## config.mk

```make
export PLATFORM = sky130hd
export DESIGN_NAME = tgs_shift_top
export DESIGN_NICKNAME = d
export VERILOG_FILES = /design/src/rtl/tgs_pkg.sv /design/src/rtl/tgs_ctrl.sv /design/src/rtl/tgs_feedback.sv /design/src/rtl/tgs_cell.sv /design/src/rtl/tgs_shift_top.sv
export SDC_FILE = /design/constraint.sdc
export NUM_CORES = 1
export LEC_CHECK = 0
export BUFFER_PORTS_ARGS = -buffer_cell sky130_fd_sc_hd__buf_2
export CORE_AREA = 2 2 39 41
export CTS_CLUSTER_DIAMETER = 80
export DETAILED_ROUTE_END_ITERATION = 8
export DIE_AREA = 0 0 41 43
export HOLD_SLACK_MARGIN = 0.02
export MAX_ROUTING_LAYER = met4
export PLACE_DENSITY = 0.44
export SKIP_LAST_GASP = 1
export SLEW_MARGIN = 40
export SYNTH_ARGS = -nofsm -noshare
export SYNTH_HDL_FRONTEND = slang
export SYNTH_SLANG_ARGS = --single-unit
```

## constraint.sdc

```tcl
create_clock -name clk -period 1.1 [get_ports clk]
set_clock_uncertainty 0.05 [all_clocks]
set_input_delay 0.22 -clock clk [delete_from_list [all_inputs] [get_ports clk]]
set_output_delay 0.22 -clock clk [all_outputs]
set_load 0.05 [all_outputs]
```

## src/rtl/tgs_pkg.sv

```systemverilog
package tgs_pkg;

  // One action per edge, resolved by fixed priority.
  typedef enum logic [1:0] {
    ACT_HOLD  = 2'd0,
    ACT_SHIFT = 2'd1,
    ACT_CLEAR = 2'd2,
    ACT_LOAD  = 2'd3
  } tgs_act_e;

  // Priority: load over clear over shift over hold.
  function automatic tgs_act_e pick_action(input logic ld, input logic clr,
                                           input logic en);
    if (ld)       return ACT_LOAD;
    else if (clr) return ACT_CLEAR;
    else if (en)  return ACT_SHIFT;
    else          return ACT_HOLD;
  endfunction

  // Value entering the head: wrapped tail flipped by the serial input.
  function automatic logic wrap_bit(input logic tail, input logic tgl);
    return tail ^ tgl;
  endfunction

endpackage

```

## src/rtl/tgs_ctrl.sv

```systemverilog
module tgs_ctrl
  import tgs_pkg::*;
(
  input  logic     load_en,
  input  logic     rst,
  input  logic     shift_en,
  output tgs_act_e act,
  output logic     fire_shift
);
  assign act        = pick_action(load_en, rst, shift_en);
  assign fire_shift = (act == ACT_SHIFT);
endmodule

```

## src/rtl/tgs_feedback.sv

```systemverilog
module tgs_feedback
  import tgs_pkg::*;
(
  input  logic tail,
  input  logic tgl_in,
  output logic head_nxt
);
  assign head_nxt = wrap_bit(tail, tgl_in);
endmodule

```

## src/rtl/tgs_cell.sv

```systemverilog
module tgs_cell
  import tgs_pkg::*;
(
  input  logic     clk,
  input  tgs_act_e act,
  input  logic     load_bit,
  input  logic     shift_bit,
  output logic     q
);
  always_ff @(posedge clk) begin
    unique case (act)
      ACT_LOAD:  q <= load_bit;
      ACT_CLEAR: q <= 1'b0;
      ACT_SHIFT: q <= shift_bit;
      default:   q <= q;
    endcase
  end
endmodule

```

## src/rtl/tgs_shift_top.sv

```systemverilog
module tgs_shift_top
  import tgs_pkg::*;
#(
  parameter int WIDTH = 4
) (
  input  logic             clk,
  input  logic             rst,
  input  logic             load_en,
  input  logic [WIDTH-1:0] load_val,
  input  logic             shift_en,
  input  logic             tgl_in,
  output logic             ser_out,
  output logic [WIDTH-1:0] state_view
);
  localparam int TAIL = WIDTH - 1;

  tgs_act_e         act;
  logic             fire_shift;
  logic             head_nxt;
  logic [WIDTH-1:0] ring_q;
  logic [WIDTH-1:0] shift_src;

  tgs_ctrl u_ctrl (
    .load_en    (load_en),
    .rst        (rst),
    .shift_en   (shift_en),
    .act        (act),
    .fire_shift (fire_shift)
  );

  tgs_feedback u_fb (
    .tail     (ring_q[TAIL]),
    .tgl_in   (tgl_in),
    .head_nxt (head_nxt)
  );

  // Source of each cell on a shift: head takes feedback, others their lower neighbour.
  assign shift_src[0] = head_nxt;
  generate
    for (genvar i = 1; i < WIDTH; i++) begin : g_src
      assign shift_src[i] = ring_q[i-1];
    end
    for (genvar i = 0; i < WIDTH; i++) begin : g_cell
      tgs_cell u_cell (
        .clk       (clk),
        .act       (act),
        .load_bit  (load_val[i]),
        .shift_bit (shift_src[i]),
        .q         (ring_q[i])
      );
    end
  endgenerate

  assign ser_out    = ring_q[TAIL];
  assign state_view = ring_q;
endmodule

```

* Word level (Yosys, flattened, before mapping)
Cells that the tools add are included.
** Operators by class
- Reductions and logical operators :: 1
- Shift-type cells :: 0
- Muxes and demuxes :: 7
- Equality and inequality tests :: 3
- Bitwise gates (word level) :: 1
- Order comparisons :: 0
- Div/mod/pow operators :: 0
- Add/sub/neg operators :: 0
- Multipliers :: 0
** Operators by type and width (count)
- 1-bit case mux with 3 select lines :: 4
- 2-bit equality test, second input constant :: 2
- 2-bit two-way mux :: 2
- 3-bit nonzero test :: 1
- 2-bit by 1-bit equality test with 1-bit output, second input constant :: 1
- 1-bit two-way mux :: 1
- 1-bit bitwise XOR :: 1
** Storage, ports and cells
- Bits in read-only memories :: 0
- Output and inout bits :: 5
- Latch bits :: 0
- Memories :: 0
- Register bits :: 4
- Logic and storage cells :: 16
- Bits in writable memories :: 0

* Depth between registers and ports, before layout
- Depth after elaboration :: 5
- Gate-level depth with buffers :: 5
- Mapped depth without buffers :: 5

* Hierarchy
Synthesis repeated with hierarchy kept, for this count alone.
** Unflattened totals
- Cells, all modules :: 42
- Area total of the unflattened synthesis :: 362.8 µm²
** By module, submodules not included
- tgs_cell :: area each 80.1 µm², cells an instance 9, times used 4, sequential area each 30.0 µm²
- tgs_ctrl :: area each 26.3 µm², cells an instance 4, times used 1, sequential area each 0.0 µm²
- tgs_feedback :: area each 8.8 µm², cells an instance 1, times used 1, sequential area each 0.0 µm²
- tgs_shift_top :: area each 7.5 µm², cells an instance 1, times used 1, sequential area each 0.0 µm²

* Least setup slack after synthesis
No wires, ideal clock.
- Path type :: reg-to-reg
- Start :: register g_cell[3].u_cell.q
- End :: register g_cell[0].u_cell.q (data pin)
- Required time :: 0.786 ns
- Setup slack :: -0.125 ns
- Arrival :: 0.912 ns
- Cell stages (with the launch flop) :: 3
- Library setup time :: 0.264 ns
- Period minus slack after synthesis :: 1.225 ns
- Path through :: edfxtp_1 -> xnor2_1 -> o22ai_1
** On the way
- Cells in the longest elaborated chain, start to end :: 2
** Ends and longest elaborated chain
- start, declared :: RTL line tgs_cell.sv:8 : output logic q
- start signal, assigned :: RTL line tgs_cell.sv:12 : ACT_LOAD: q <= load_bit;
- start signal, assigned :: RTL line tgs_cell.sv:14 : ACT_SHIFT: q <= shift_bit;
- start signal, assigned :: RTL line tgs_cell.sv:15 : default: q <= q;
- 1-bit bitwise XOR :: RTL line tgs_pkg.sv:22 : return tail ^ tgl;
- 1-bit case mux with 3 select lines :: RTL line tgs_cell.sv:11 : unique case (act)
- end signal, assigned :: RTL line tgs_cell.sv:12
- end signal, assigned :: RTL line tgs_cell.sv:14
- end signal, assigned :: RTL line tgs_cell.sv:15
- end, declared :: RTL line tgs_cell.sv:8
No other way between the ends.
A chain may end at the register's enable or synchronous reset.

* Worst setup path after layout
- Start :: register g_cell[3].u_cell.q
- End :: output port ser_out
** RTL lines
- end, declared :: RTL line tgs_shift_top.sv:12 : output logic ser_out,
No word-level cell between the ends.

==> impl_metrics.env <==
export IMPL_violations="setup timing"
export IMPL_whs_ps=245
export IMPL_grt_pass1_vias=181
export IMPL_fin_nets=57
export IMPL_p_per_area_nw_per_um2=1460
export IMPL_die_x_um=41
export IMPL_slew_violations=0
export IMPL_worst_pin_slew_ps=212
export IMPL_root_buffer="clkbuf_4"
export IMPL_regArea_um2=120
export IMPL_num_fill_cells=155
export IMPL_multi_input_area_um2=96.3
export IMPL_relSlewSlack_pct=85.9
export IMPL_finalWorstSetupSlack_ps=-24.0
export IMPL_ioPinCount=14
export IMPL_grtUsageTotal_pct=7.02
export IMPL_grt_pass1_wl_um=683
export IMPL_antenna_found_initial=0
export IMPL_worst_path_max_fanout=3
export IMPL_critical_path_top_delay_family="flip-flops"
export IMPL_min_period_over_period_pct=102
export IMPL_yosysUniqueCellTypes=12
export IMPL_ir_drop_mv=0.267
export IMPL_status="complete, but fails checks"
export IMPL_detail_route_antenna_nets=0
export IMPL_clkSinkCount=4
export IMPL_placed_cell_area_um2=332
export IMPL_overflow=0
export IMPL_core_um2=1380
export IMPL_cts_max_path_buffers=2
export IMPL_regMostFlops="g_cell.u_cell.q"
export IMPL_critPathBufInv=1
export IMPL_largest_registers="g_cell.u_cell.q: 4 flops"
export IMPL_slowest_delay_ps=430
export IMPL_cap_viol_max_count=0
export IMPL_startpoint_type="flip-flop"
export IMPL_syn_nets=39
export IMPL_utilization_pct=29.5
export IMPL_period_minus_slack_ps=1120
export IMPL_crit_type="flip-flop to output pin"
export IMPL_avgRoutedWirePerCell_um=8.25
export IMPL_critPathSlowestCell="edfxtp_1"
export IMPL_fin_area_um2=408
export IMPL_cts_tree="done"
export IMPL_cp_end_kind="output pin"
export IMPL_synth_area_um2=263
export IMPL_final_common_cell="buf_2"
export IMPL_drc_errors=0
export IMPL_clock_latency_ps=240
export IMPL_clk_pin_slew_ps=40
export IMPL_die_h_um=43
export IMPL_final_hold_violation_count=0
export IMPL_area_growth_pct=55.2
export IMPL_cts_hold_buf=0
export IMPL_drt_first_pass_iters=1
export IMPL_routabilityCongestion=0.612
export IMPL_rows=14
export IMPL_via_count=230
export IMPL_fmaxAchievable_mhz=890
export IMPL_grt_max_degree=9
export IMPL_syn_avg_cell_area_um2=9.38
export IMPL_min_delay_path_class="input pin to flip-flop"
export IMPL_largest_reg_flops=4
export IMPL_synthCells=28
export IMPL_floorplan_initialDensity_pct=19.0
export IMPL_final_cell_mix="8 x buf_2, 5 x inv_1, 5 x buf_6, 4 x edfxtp_1, 4 x buf_4"
export IMPL_drtIter0Drc=0
export IMPL_crit_chain="buf_6"
export IMPL_htreeDepth=1
export IMPL_cp_required_ps=830
export IMPL_numCtsBuffers=3
export IMPL_synth_seq_cells=4
export IMPL_routed_wl_um=495
export IMPL_io_buffers=13
export IMPL_vias_per_cell=3.83
export IMPL_setup_violations=2
export IMPL_hpwl_um=398
export IMPL_rsz0062_at_grt="true"
export IMPL_yosysSeqAreaShare_pct=45.7
export IMPL_cp_arrival_ps=850
export IMPL_p_leak_uw=0.000204
export IMPL_ys_warn_count=0
export IMPL_die_area_um2=1760
export IMPL_antenna_cells=0
export IMPL_finalPower_uw=597
export IMPL_drive_gt1_share_pct=52.3
-- synthesized netlist by cell type (all sizes together) --
cell / instances / share of area (%)
ha: 2 / 9.5
nand2: 1 / 1.4
nor2: 1 / 1.4
o21ai: 3 / 5.7
a21oi: 1 / 1.9
a21o: 1 / 2.9
o22ai: 1 / 2.4
edfxtp: 4 / 46
buf: 4 / 11
inv: 6 / 8.6
xnor2: 1 / 3.3
nand3: 3 / 5.7
-- final timing paths --
kind	start	endpoint	slack, ps	cells after the start
max reg2reg	g_cell[3].u_cell.q	g_cell[0].u_cell.q	90	2
max	g_cell[3].u_cell.q	ser_out	-20	1
min reg2reg	g_cell[0].u_cell.q	g_cell[1].u_cell.q	640	3
min	load_val[1]	g_cell[1].u_cell.q	240	3
-- stage by stage --
step	setup TNS, ps	setup WS, ps	instances
final	-47.9	-24.0	60
after CTS	-63.4	-31.7	58
after floorplan	-226	-118	28
after global routing	-142	-65.7	60
after global placement	-755	-192	54
after detailed placement	-720	-185	54
-- per-layer routing --
metal | track usage (%) | vias up | wire length (µm)
li1 | - | 121 | -
met1 | 7.17 | 90 | 205
met2 | 7.81 | 14 | 214
met3 | 1.57 | 5 | 43
met4 | 12.0 | 0 | 32
met5 | - | - | 0
-- power breakdown --
part	internal, µW	total (µW)	switching [µW]
registers	191	204	13.4
logic	85.6	205	119
clock network	122	187	65.0
total	399	597	198
-- layout make-up --
class | count | area share [%]
repair buffers | 17 | 31.0
flip-flops and latches | 4 | 29.4
multi-input cells | 14 | 23.6
clock buffers | 3 | 5.52
inverters | 6 | 5.52
well taps | 16 | 4.91
-- timing repair --
item	CTS	global route
setup endpoints to repair	5	5
gates resized for setup	9	1
buffers inserted	1	2
-- logic make-up (layout without fill, tap and decap cells) --
family,Yosys count,in the layout,synth area share [%]
AO/OA/AOI/OAI,6,6,12.9
XOR/XNOR,1,1,3.33
buffers and inverters,10,26,20.0
AND/OR/NAND/NOR,5,5,8.57
adder cells (fa/ha/maj),2,2,9.52
flip-flops,4,4,45.7
No activity file was read; power rests on OpenSTA's default activity.
